### src/rtl/la_cap_pkg.sv
package la_cap_pkg;
  typedef enum logic [2:0] {
    ST_IDLE  = 3'd0,
    ST_MOVE  = 3'd1,
    ST_INPOS = 3'd2,
    ST_CAPT  = 3'd3,
    ST_DONE  = 3'd4
  } cap_state_t;

  typedef enum logic [1:0] {
    MODE_SINGLE = 2'd0,
    MODE_INCR   = 2'd1,
    MODE_IMMED  = 2'd2,
    MODE_RSVD   = 2'd3
  } cap_mode_t;
endpackage

### src/rtl/la_pos_select.sv
module la_pos_select #(
  parameter int DEPTH = 16,
  parameter int AW    = $clog2(DEPTH),
  parameter int PW    = AW + 1
) (
  input  logic          pos_valid,
  input  logic [PW-1:0] pos_in,
  output logic [AW-1:0] pos_eff
);
  localparam logic [PW-1:0] POS_MAX = PW'(DEPTH - 1);
  localparam logic [AW-1:0] POS_MID = AW'(DEPTH / 2);

  always_comb begin
    if (!pos_valid)
      pos_eff = POS_MID;
    else if (pos_in > POS_MAX)
      pos_eff = POS_MAX[AW-1:0];
    else
      pos_eff = pos_in[AW-1:0];
  end
endmodule

### src/rtl/la_capture_fsm.sv
module la_capture_fsm
  import la_cap_pkg::*;
#(
  parameter int DEPTH = 16,
  parameter int AW    = $clog2(DEPTH)
) (
  input  logic          clk,
  input  logic          rst_n,
  input  logic          start,
  input  logic          clear,
  input  logic          trig,
  input  cap_mode_t     mode_in,
  input  logic [AW-1:0] pos_in,
  output cap_state_t    state,
  output logic          wr_en,
  output logic [AW-1:0] wr_ptr
);
  localparam int CW = AW + 1;
  localparam logic [CW-1:0] FULL    = CW'(DEPTH);
  localparam logic [AW-1:0] LASTIDX = AW'(DEPTH - 1);

  cap_mode_t     mode_q;
  logic [AW-1:0] pos_q;
  logic [CW-1:0] cnt;
  logic [CW-1:0] cnt_nx;
  logic [CW-1:0] limit;

  assign cnt_nx = cnt + CW'(1);
  assign limit  = (mode_q == MODE_SINGLE) ? (FULL - {1'b0, pos_q}) : FULL;

  always_comb begin
    case (state)
      ST_MOVE, ST_INPOS: wr_en = 1'b1;
      ST_CAPT:           wr_en = (mode_q == MODE_INCR) ? trig : 1'b1;
      default:           wr_en = 1'b0;
    endcase
  end

  always_ff @(posedge clk or negedge rst_n) begin
    if (!rst_n) begin
      state  <= ST_IDLE;
      mode_q <= MODE_SINGLE;
      pos_q  <= '0;
      cnt    <= '0;
      wr_ptr <= '0;
    end else if (clear) begin
      state <= ST_IDLE;
    end else begin
      if (wr_en)
        wr_ptr <= (wr_ptr == LASTIDX) ? '0 : wr_ptr + AW'(1);
      case (state)
        ST_IDLE: begin
          if (start) begin
            mode_q <= (mode_in == MODE_RSVD) ? MODE_SINGLE : mode_in;
            pos_q  <= pos_in;
            cnt    <= '0;
            wr_ptr <= '0;
            if (mode_in == MODE_INCR || mode_in == MODE_IMMED)
              state <= ST_CAPT;
            else if (pos_in == '0)
              state <= ST_INPOS;
            else
              state <= ST_MOVE;
          end
        end
        ST_MOVE: begin
          cnt <= cnt_nx;
          if (cnt_nx == {1'b0, pos_q})
            state <= ST_INPOS;
        end
        ST_INPOS: begin
          if (trig) begin
            cnt   <= CW'(1);
            state <= (pos_q == LASTIDX) ? ST_DONE : ST_CAPT;
          end
        end
        ST_CAPT: begin
          if (wr_en) begin
            cnt <= cnt_nx;
            if (cnt_nx == limit)
              state <= ST_DONE;
          end
        end
        default: state <= state;
      endcase
    end
  end
endmodule

### src/rtl/la_sample_mem.sv
module la_sample_mem #(
  parameter int WIDTH = 8,
  parameter int DEPTH = 16,
  parameter int AW    = $clog2(DEPTH)
) (
  input  logic             clk,
  input  logic             wr_en,
  input  logic [AW-1:0]    wr_addr,
  input  logic [WIDTH-1:0] wr_data,
  input  logic [AW-1:0]    rd_addr,
  output logic [WIDTH-1:0] rd_data
);
  logic [WIDTH-1:0] cells [DEPTH];

  always_ff @(posedge clk) begin
    if (wr_en)
      cells[wr_addr] <= wr_data;
  end

  assign rd_data = cells[rd_addr];
endmodule

### src/rtl/la_read_port.sv
module la_read_port #(
  parameter int WIDTH = 8,
  parameter int DEPTH = 16,
  parameter int AW    = $clog2(DEPTH)
) (
  input  logic             clk,
  input  logic             rst_n,
  input  logic             clear,
  input  logic             enable,
  input  logic [AW-1:0]    base,
  input  logic             rd_valid,
  input  logic [AW-1:0]    rd_addr,
  output logic             rd_ready,
  output logic [AW-1:0]    mem_addr,
  input  logic [WIDTH-1:0] mem_data,
  output logic             rsp_valid,
  output logic [WIDTH-1:0] rsp_data,
  input  logic             rsp_ready
);
  localparam logic [AW:0] SPAN = (AW+1)'(DEPTH);

  logic [AW:0] sum;

  always_comb begin
    sum = {1'b0, base} + {1'b0, rd_addr};
    if (sum >= SPAN)
      sum = sum - SPAN;
    mem_addr = sum[AW-1:0];
  end

  assign rd_ready = enable && (!rsp_valid || rsp_ready);

  always_ff @(posedge clk or negedge rst_n) begin
    if (!rst_n) begin
      rsp_valid <= 1'b0;
      rsp_data  <= '0;
    end else if (clear) begin
      rsp_valid <= 1'b0;
    end else if (rd_valid && rd_ready) begin
      rsp_valid <= 1'b1;
      rsp_data  <= mem_data;
    end else if (rsp_ready) begin
      rsp_valid <= 1'b0;
    end
  end
endmodule

### src/rtl/la_capture_ctrl.sv
module la_capture_ctrl
  import la_cap_pkg::*;
#(
  parameter int WIDTH = 8,
  parameter int DEPTH = 16,
  localparam int AW   = $clog2(DEPTH),
  localparam int PW   = AW + 1
) (
  input  logic             clk,
  input  logic             rst_n,
  input  logic             start,
  input  logic             clear,
  input  logic [1:0]       mode,
  input  logic             trig_pos_valid,
  input  logic [PW-1:0]    trig_pos,
  input  logic             trig,
  input  logic [WIDTH-1:0] probe,
  output logic [2:0]       state,
  output logic             done,
  input  logic             rd_valid,
  output logic             rd_ready,
  input  logic [AW-1:0]    rd_addr,
  output logic             rsp_valid,
  input  logic             rsp_ready,
  output logic [WIDTH-1:0] rsp_data
);
  logic [AW-1:0]    pos_eff;
  cap_state_t       st;
  logic             wr_en;
  logic [AW-1:0]    wr_ptr;
  logic [AW-1:0]    mem_raddr;
  logic [WIDTH-1:0] mem_rdata;

  la_pos_select #(.DEPTH(DEPTH), .AW(AW), .PW(PW)) u_pos (
    .pos_valid (trig_pos_valid),
    .pos_in    (trig_pos),
    .pos_eff   (pos_eff)
  );

  la_capture_fsm #(.DEPTH(DEPTH), .AW(AW)) u_fsm (
    .clk     (clk),
    .rst_n   (rst_n),
    .start   (start),
    .clear   (clear),
    .trig    (trig),
    .mode_in (cap_mode_t'(mode)),
    .pos_in  (pos_eff),
    .state   (st),
    .wr_en   (wr_en),
    .wr_ptr  (wr_ptr)
  );

  la_sample_mem #(.WIDTH(WIDTH), .DEPTH(DEPTH), .AW(AW)) u_mem (
    .clk     (clk),
    .wr_en   (wr_en),
    .wr_addr (wr_ptr),
    .wr_data (probe),
    .rd_addr (mem_raddr),
    .rd_data (mem_rdata)
  );

  la_read_port #(.WIDTH(WIDTH), .DEPTH(DEPTH), .AW(AW)) u_rd (
    .clk       (clk),
    .rst_n     (rst_n),
    .clear     (clear),
    .enable    (done),
    .base      (wr_ptr),
    .rd_valid  (rd_valid),
    .rd_addr   (rd_addr),
    .rd_ready  (rd_ready),
    .mem_addr  (mem_raddr),
    .mem_data  (mem_rdata),
    .rsp_valid (rsp_valid),
    .rsp_data  (rsp_data),
    .rsp_ready (rsp_ready)
  );

  assign state = st;
  assign done  = (st == ST_DONE);
endmodule

### config.mk
export PLATFORM = sky130hd
export DESIGN_NAME = la_capture_ctrl
export DESIGN_NICKNAME = d
export VERILOG_FILES = /design/src/rtl/la_cap_pkg.sv /design/src/rtl/la_pos_select.sv /design/src/rtl/la_capture_fsm.sv /design/src/rtl/la_sample_mem.sv /design/src/rtl/la_read_port.sv /design/src/rtl/la_capture_ctrl.sv
export SDC_FILE = /design/constraint.sdc
export NUM_CORES = 1
export LEC_CHECK = 0
export ABC_AREA = 1
export CELL_PAD_IN_SITES_DETAIL_PLACEMENT = 0
export CELL_PAD_IN_SITES_GLOBAL_PLACEMENT = 1
export CORE_MARGIN = 5
export CORE_UTILIZATION = 43
export DETAILED_ROUTE_END_ITERATION = 10
export PLACE_DENSITY = 0.85
export SLEW_MARGIN = 20
export SYNTH_ARGS = -nofsm -noshare
export SYNTH_HDL_FRONTEND = slang
export SYNTH_SLANG_ARGS = --single-unit
### constraint.sdc
create_clock -name clk -period 2.1 [get_ports clk]
set_input_delay 0.525 -clock clk [delete_from_list [all_inputs] [get_ports clk]]
set_output_delay 0.525 -clock clk [all_outputs]
set_load 0.02 [all_outputs]
==> results of run 1 <==
## stage by stage
step	util, %	setup slack, ns	area, sq um	std cells
floorplan	-	0.00411	6900	653
global placement	49.5	-0.727	7840	929
detailed placement	49.5	-0.751	7840	929
CTS	53.9	0.00388	8530	966
global route	54.2	-0.0993	8580	966
finish	54.2	-0.0275	8580	966
## routing by layer
layer	vias up	global-route usage (%)
li1	2453	-
met5	-	0
met3	23	3.79
met4	0	5.94
met2	156	31.2
met1	2512	24.9
## registers in the layout (all words and copies together), names as in the netlist
register        flops
u_rd.rsp_valid      1
u_fsm.cnt           5
u_fsm.mode_q        2
u_mem.cells       128
u_rd.rsp_data       8
u_fsm.pos_q         4
u_fsm.wr_ptr        4
u_fsm.state         3
## final timing paths
check | cells after the start | slack [ns] | to
max in group asynchronous | 2 | 1.30 | u_fsm.cnt[0]
min in group asynchronous | 2 | 0.50 | u_fsm.cnt[2]
hold / removal | 2 | 0.49 | u_rd.rsp_data[0]
hold reg to reg | 2 | 0.49 | u_rd.rsp_data[0]
setup / recovery | 11 | -0.03 | u_rd.rsp_data[1]
setup reg to reg | 11 | -0.03 | u_rd.rsp_data[1]
## cell families (layout without fill, tap and decap cells)
kind of cell / after synthesis / after routing / synth area share [%]
AOI/OAI and AO/OA: 127 / 127 / 9.98
xor gates and xnor gates: 3 / 3 / 0.599
adders and majority gates: 13 / 13 / 2.47
buffers and inverters: 72 / 169 / 4.08
DFF: 155 / 155 / 65.5
and+or+nand+nor: 283 / 283 / 17.3
## report_power, final
part | switching, W | internal, W | total [W]
combinational | 0.00344 | 0.00214 | 0.00558
clock | 0.00122 | 0.00174 | 0.00296
sequential | 0.000251 | 0.00376 | 0.00401
total | 0.00492 | 0.00764 | 0.0126
## cells in the mapped netlist, types with 2 or more instances
library cell	count	area share, %
edfxtp_1	128	56
nand2_1	115	6.3
nor2_1	102	5.6
o21ai_0	77	5.6
nand3_1	49	3.6
inv_1	41	2.2
o22ai_1	32	2.9
dfrtp_1	27	9.8
clkbuf_1	14	0.76
ha_1	12	2.2
buf_2	9	0.65
a21oi_1	8	0.58
inv_2	7	0.38
nand4_1	6	0.54
o21ai_1	5	0.36
nor2_4	3	0.49
nor2_2	2	0.18
nor3_1	2	0.15
o211ai_1	2	0.22
## what timing repair did
| item | in CTS | in global routing |
|---|---|---|
| cloned | 1 | 0 |
| endpoints found under the hold margin | 0 | 0 |
| endpoints found under the setup margin | 10 | 12 |
| pin swaps | 9 | 11 |
| gates resized for setup | 27 | 26 |
| setup buffers | 4 | 1 |
## cell type report
type | count | share of cell area [%]
Tap cell | 216 | 3.15
Timing Repair Buffer | 88 | 9.82
Clock buffer | 20 | 5.46
Multi-Input combinational cell | 426 | 25.4
Sequential cell | 155 | 52.7
Inverter | 49 | 2.14
Clock inverter | 12 | 1.31
## critical path, cell delays in order (launching register included)
cell	delay, ns
dfrtp_1	0.36
ha_2	0.20
inv_2	0.04
fa_2	0.62
inv_2	0.08
buf_12	0.16
o21ai_1	0.10
o22ai_1	0.09
nand2_1	0.13
nand3_2	0.09
nand3_2	0.09
nand2_1	0.06
==> results.ini, run 1 <==
[sta]
worst_pin_slew_ns=0.640
worst_slack_ns=-0.0275
tns_ns=-0.0452
finalHoldViolations=0
period_share_pct=101
relSlewSlack_pct=57.2
rsz0062_at_grt=true
clock-skew-final_ns=0.00914
fmax_mhz=470
fin_crit_ns=2.13
holdWs_ns=0.493
drv_slew=0
final-setup-viol-count=3

[cells_and_area]
antenna_cells=0
nets=777
final_common_cell=edfxtp_1
multi_input_area_sq_mm=0.00218
drive_gt1_share_pct=15.7
seqCellArea_sq_mm=0.00452
area_growth_pct=24.4
mostFrequentLayoutCells=edfxtp_1 (128), nand2_1 (115), nor2_1 (102), o21ai_0 (63), nand3_1 (40)
fillCellCount=1345

[synth]
synthArstFlopShare_pct=17.4
avgSynthCellArea_sq_um=10.6
yosysWarnings=0
syn_nets=693
synth.distinct_cells=31
synth_edf_count=128
synth-seq-cells=155
syn_area_sq_mm=0.00690
synth_cells=653
ys_seq_area_share_pct=65.5
synth_flop_cell=edfxtp_1

[die]
io_pins=41
rows=46
dieArea_sq_mm=0.0187
core-area_sq_mm=0.0158
die_x_um=137
start_util_pct=43.6
fp.dieH_um=137

[run_status]
status=finished, violations left
violations=setup timing

[setup_path]
critPathLaunch=u_fsm.wr_ptr[0]
cp_data_arrival_time_ns=2.44
end_kind=register
worstSetupStartpointType=register
worstPathRequired_ns=2.41
r2r-start=u_fsm.wr_ptr[0]
timing_worst_setup_path_type=register to register
crit_fanout=24

[routing]
dr.max_layer_used=met4
wl_met1_um=7320
drtAntennaViolNets=0
wl_met2_um=8330
vias=5144
drtIter0Drc=505
drt_wl_total_um=16700
dr_wl_met3_um=816
drc=0
first_pass_iters=4
wl_per_cell_um=17.3
drt-vias-per-instance=5.33

[flow_run]
drv_cap=0

[power_and_ir_drop]
power.total_w=0.0126
peakVddDrop_mv=0.864
leakagePower_nw=3.34
power.density_mw_per_mm2=1460

[worst_hold_path]
hold_start=u_rd.rsp_data[0]
worstHoldPathType=register to register

[clock_tree]
clockBufferDepth=2
path_clk_slew_ns=0.06
clock_latency_ns=0.42
cts_buffers=17
cts_tree=done
cts.sinks=155
cts_root_buffer=clkbuf_16
cts.htree.levels=4
hold_buffers=0

[grt]
grt_pass1_wl_um=26600
grt_pass1_vias=5210
antenna_found_initial=0
grt_overflow=0
grt_max_degree=39
track_usage_pct=18.8

[placed_design]
io_buffers=40
gp_congestion=0.855
place_hpwl_um=11200

Power figures use the tool's default switching activity.
==> run 2: changes to the inputs <==
--- a/config.mk
+++ b/config.mk
@@ -5,14 +5,14 @@
 export SDC_FILE = /design/constraint.sdc
 export NUM_CORES = 1
 export LEC_CHECK = 0
-export ABC_AREA = 1
 export CELL_PAD_IN_SITES_DETAIL_PLACEMENT = 0
 export CELL_PAD_IN_SITES_GLOBAL_PLACEMENT = 1
 export CORE_MARGIN = 5
-export CORE_UTILIZATION = 43
+export CORE_UTILIZATION = 45
 export DETAILED_ROUTE_END_ITERATION = 10
-export PLACE_DENSITY = 0.85
+export PLACE_DENSITY = 0.83
 export SLEW_MARGIN = 20
 export SYNTH_ARGS = -nofsm -noshare
 export SYNTH_HDL_FRONTEND = slang
+export SYNTH_HIERARCHICAL = 1
 export SYNTH_SLANG_ARGS = --single-unit
==> results.ini, run 2 <==
[setup_path]
worstSetupStartpointType=register
crit_path_top_delay_cell=fa_2
timing_worst_setup_path_type=register to register
cp_data_arrival_time_ns=2.88
crit_path_max_incr_delay_ns=0.63
path_cells=ha_4 -> fa_2 -> buf_12 -> buf_12 -> buf_4 -> mux4_2 -> a22oi_2 -> nand2_1 -> mux2_2
cp_top_family=adder cells
worstPathRequired_ns=2.41
critPathBufInv=3
critPathMostFrequentCell=buf_12
crit_fanout=3
end_kind=register

[grt]
busiest_layer=met2
grt_overflow=0
grt_max_degree=28
gr-usage-met2_pct=31.3
grtUsageMet1_pct=23.5
track_usage_pct=18.3
use_met3_pct=3.80
grt_pass1_vias=4150
antenna_found_initial=0
grt_pass1_wl_um=24000

[synth]
synth.distinct_cells=58
synth_most_common_cell=edfxtp_1
synth_edf_count=128
syn_nets=424
synthTopCellsByCount=edfxtp_1 (128), dfrtp_1 (27), nand2_1 (23), nor2_1 (23), mux4_2 (18)
avgSynthCellArea_sq_um=17.4
ys_seq_area_share_pct=67.0
synth-seq-cells=155
synthArstFlopShare_pct=17.4
synth_flop_cell=edfxtp_1
yosysWarnings=6
syn_area_sq_mm=0.00675
synth_top_area_share_pct=57.0
synth_area_leaders=edfxtp_1 (57%), dfrtp_1 (10%), mux4_2 (6.0%)
synth_cells=387
yosysTopAreaCell=edfxtp_1

[power_and_ir_drop]
power.total_w=0.0123
leakagePower_nw=3.19
power.density_mw_per_mm2=1420
peakVddDrop_mv=0.702

[die]
fp.dieH_um=132
core-area_sq_mm=0.0146
start_util_pct=46.1
io_pins=41
dieArea_sq_mm=0.0175
die_x_um=132
rows=44

[cells_and_area]
antenna_cells=0
nets=539
reg.largest.list=u_mem/cells (128), u_rd/rsp_data (8), u_fsm/cnt (5)
drive_gt1_share_pct=34.6
largest-register=u_mem/cells
largest_reg_flops=128
post-route-util_pct=59.3
mostFrequentLayoutCells=edfxtp_1 (128), buf_4 (56), clkdlybuf4s50_1 (33)
final_common_cell=edfxtp_1
area_growth_pct=28.7

[sta]
fmax_mhz=389
fin_crit_ns=2.57
drv_slew=0
finalHoldViolations=0
rsz0062_at_grt=true
relSlewSlack_pct=58.7
worst_pin_slew_ns=0.618
clock-skew-final_ns=0.0157
worst_slack_ns=-0.470
final-setup-viol-count=8
period_share_pct=122

[clock_tree]
cts.htree.levels=4
clockBufferDepth=2
cts_buffers=17
clock_latency_ns=0.43
cts.sinks=155
path_clk_slew_ns=0.07
cts_tree=done
cts_root_buffer=clkbuf_16

[routing]
drt_wl_total_um=15500
drtAntennaViolNets=0
wl_per_cell_um=22.2
drtIter0Drc=392
vias=4034
drt-vias-per-instance=5.77
first_pass_iters=4
drc=0

[placed_design]
io_buffers=40
place_hpwl_um=9530
gp_congestion=0.792

[run_status]
violations=setup timing
status=finished, violations left

[flow_run]
drv_cap=0

[worst_hold_path]
worstHoldPathType=input port to async pin

[run 2: cell type report]
cell class              count  area (sq um)
clock buffers              17           425
inverters                   7          26.3
multi-input cells         210          2220
fillers                  1039          5960
flip-flops and latches    155          4520
clock inverters            15           168
repair buffers            111          1090
well taps                 184           230
[run 2: cells by family after synthesis]
kind of cell	synth area share, %
AOI/OAI and AO/OA	5.43
xor gates and xnor gates	2.34
buffers and inverters	2.00
DFF	67.0
and+or+nand+nor	7.06
muxes	14.2
adders and majority gates	1.97
[run 2: worst reg2reg max path: stages, from the launching register on]
cell,delay (ns)
dfrtp_2,0.44
ha_4,0.18
fa_2,0.63
buf_12,0.15
buf_12,0.11
buf_4,0.10
mux4_2,0.28
a22oi_2,0.20
nand2_1,0.10
mux2_2,0.27
[run 2: final timing paths]
check,start,end,slack (ns),depth (start not counted)
max,u_fsm/wr_ptr[0],u_rd/rsp_data[5],-0.47,9
min,rst_n,u_fsm/wr_ptr[0],0.49,2
max reg2reg,u_fsm/wr_ptr[0],u_rd/rsp_data[5],-0.47,9
min reg2reg,u_fsm/cnt[4],u_fsm/cnt[4],0.51,1
max in group asynchronous,rst_n,u_fsm/state[0],1.29,2
min in group clk,u_fsm/cnt[4],u_fsm/cnt[4],0.51,1
[run 2: report_power, final]
group | leakage [nW] | total, W | internal, W | switching, W
Clock | 0.292 | 0.00301 | 0.00160 | 0.00141
Combinational | 1.39 | 0.00528 | 0.00274 | 0.00254
Sequential | 1.51 | 0.00403 | 0.00378 | 0.000253
[run 2: stage by stage]
stage               TNS, ns  std cells  instance area [sq um]  hold WS (ns)  setup WS (ns)
detailed placement   -46.68        654                   7860         0.504          -1.02
global placement     -42.16        654                   7860         0.492         -0.981
floorplan             -5.33        387                   6800         0.229         -0.228
CTS                   -3.15        695                   8610         0.500         -0.434
finish                -3.38        699                   8690         0.487         -0.470
global route          -3.78        699                   8690         0.526         -0.519
[run 2: routing by layer]
metal	share of wire, %	up-vias
li1	-	1783
met1	42	2128
met2	52	107
met3	4.2	16
met4	1.3	0
met5	0	-
[run 2: timing repair]
item / 4_1_cts / 5_1_grt
pin swaps: 5 / 11
endpoints found under the setup margin: 33 / 37
gates cloned: 2 / 0
gates resized for setup: 26 / 23
setup buffers: 7 / 6
hold buffers: 0 / 0
==> run 3: changes to the inputs <==
--- a/config.mk
+++ b/config.mk
@@ -8,9 +8,10 @@
 export CELL_PAD_IN_SITES_DETAIL_PLACEMENT = 0
 export CELL_PAD_IN_SITES_GLOBAL_PLACEMENT = 1
 export CORE_MARGIN = 5
-export CORE_UTILIZATION = 45
+export CORE_UTILIZATION = 46
 export DETAILED_ROUTE_END_ITERATION = 10
-export PLACE_DENSITY = 0.83
+export GPL_ROUTABILITY_DRIVEN = 0
+export PLACE_DENSITY = 0.85
 export SLEW_MARGIN = 20
 export SYNTH_ARGS = -nofsm -noshare
 export SYNTH_HDL_FRONTEND = slang
==> results.ini, run 3 (same netlist as run 2, synthesis figures left out) <==
[run_status]
status=finished, violations left
violations=setup timing

[grt]
grt_pass1_vias=3925
grt_overflow=0
antenna_found_initial=0
grt_pass1_wl_um=22400
track_usage_pct=16.9
grt_max_degree=28

[clock_tree]
clockBufferDepth=2
hold_buffers=0
cts.htree.levels=4
clock_latency_ns=0.41
cts.sinks=155
path_clk_slew_ns=0.07
cts_root_buffer=clkbuf_16
cts_tree=done
cts_buffers=17

[placed_design]
place_hpwl_um=9250
dp_worst_setup_slack_ns=-1.04
io_buffers=40

[routing]
dr.max_layer_used=met4
first_pass_iters=5
wl_met1_um=6160
wl_met2_um=7160
vias=3827
drt_wl_total_um=14200
drtIter0Drc=403
drt-vias-per-instance=5.63
wl_per_cell_um=20.9
drtAntennaViolNets=0
dr_wl_met3_um=768
drc=0

[die]
dieArea_sq_mm=0.0172
fp.dieH_um=131
rows=44
die_x_um=131
start_util_pct=46.6
io_pins=41
core-area_sq_mm=0.0145

[setup_path]
timing_worst_setup_path_type=register to register
cp_data_arrival_time_ns=2.74
r2r-start=u_fsm/wr_ptr[0]
worstSetupStartpointType=register
end_kind=register
critPathLaunch=u_fsm/wr_ptr[0]
worstPathRequired_ns=2.40
crit_fanout=6

[cells_and_area]
nets=520
largest_reg_flops=128
area_growth_pct=25.4
fillCellCount=1026
largest-register=u_mem/cells
mostFrequentLayoutCells=edfxtp_1 (128), buf_4 (41), clkdlybuf4s50_1 (33), nand2_1 (23)
drive_gt1_share_pct=31.5
reg.largest.list=u_mem/cells (128), u_rd/rsp_data (8), u_fsm/cnt (5)
post-route-util_pct=58.5
antenna_cells=0
final_common_cell=edfxtp_1

[sta]
fmax_mhz=410
drv_slew=0
rsz0062_at_grt=true
period_share_pct=116
fin_crit_ns=2.44
clock-skew-final_ns=0.00791
final-setup-viol-count=8
relSlewSlack_pct=57.4
worst_slack_ns=-0.337
finalHoldViolations=0
worst_pin_slew_ns=0.637
tns_ns=-2.53

[power_and_ir_drop]
peakVddDrop_mv=0.835
power.density_mw_per_mm2=1390
leakagePower_nw=3.07

[worst_hold_path]
worstHoldPathType=input port to async pin

[flow_run]
drv_cap=0

==> run 3: where the power goes <==
| group | switching [W] | internal, W |
|---|---|---|
| combinational | 0.00236 | 0.00244 |
| clock | 0.00129 | 0.00168 |
| sequential | 0.000253 | 0.00378 |
==> run 3: final timing paths <==
check | endpoint | slack, ns | cells past startpoint
max reg2reg | u_rd/rsp_data[3] | -0.34 | 8
min reg2reg | u_rd/rsp_data[0] | 0.51 | 1
min in group clk | u_rd/rsp_data[0] | 0.51 | 1
min | u_fsm/pos_q[3] | 0.50 | 2
max in group asynchronous | u_fsm/state[1] | 1.29 | 2
max | u_rd/rsp_data[3] | -0.34 | 8
==> run 3: worst max-delay path, cell delays in order (launching register included) <==
cell and delay, ns:
dfrtp_2 0.42, ha_4 0.17, fa_2 0.56, buf_6 0.14, buf_12 0.13, mux4_1 0.32, a22oi_2 0.23, nand2_1 0.08
mux2_2 0.26
==> run 3: repair_timing <==
item / 4_1_cts / 5_1_grt
gates cloned: 2 / 1
setup endpoints to repair: 36 / 57
setup buffers: 2 / 2
pin swaps: 5 / 5
resized for setup: 28 / 14
==> run 3: metal layers <==
layer	GRT usage, %	vias to the layer above
met5	0	-
met4	5.08	0
met3	3.75	12
met2	27.7	119
met1	22.8	1948
li1	-	1748
==> run 3: stage by stage <==
step                      hold slack, ns  instances  total power, W  cell area (sq um)
after floorplan                    0.229        387         0.00688               6800
after global placement             0.495        641         0.00807               7710
after detailed placement           0.499        641         0.00821               7710
after CTS                          0.498        677          0.0116               8400
after global routing               0.515        680          0.0124               8470
final                              0.496        680          0.0118               8470
==> run 3: layout make-up <==
type,count,area [sq um],area share (%)
Sequential cell,155,4530,53.5
Multi-Input combinational cell,210,2200,26.0
Timing Repair Buffer,92,906,10.7
Clock buffer,17,425,5.03
Tap cell,184,230,2.72
Clock inverter,15,154,1.82
Inverter,7,26.3,0.310
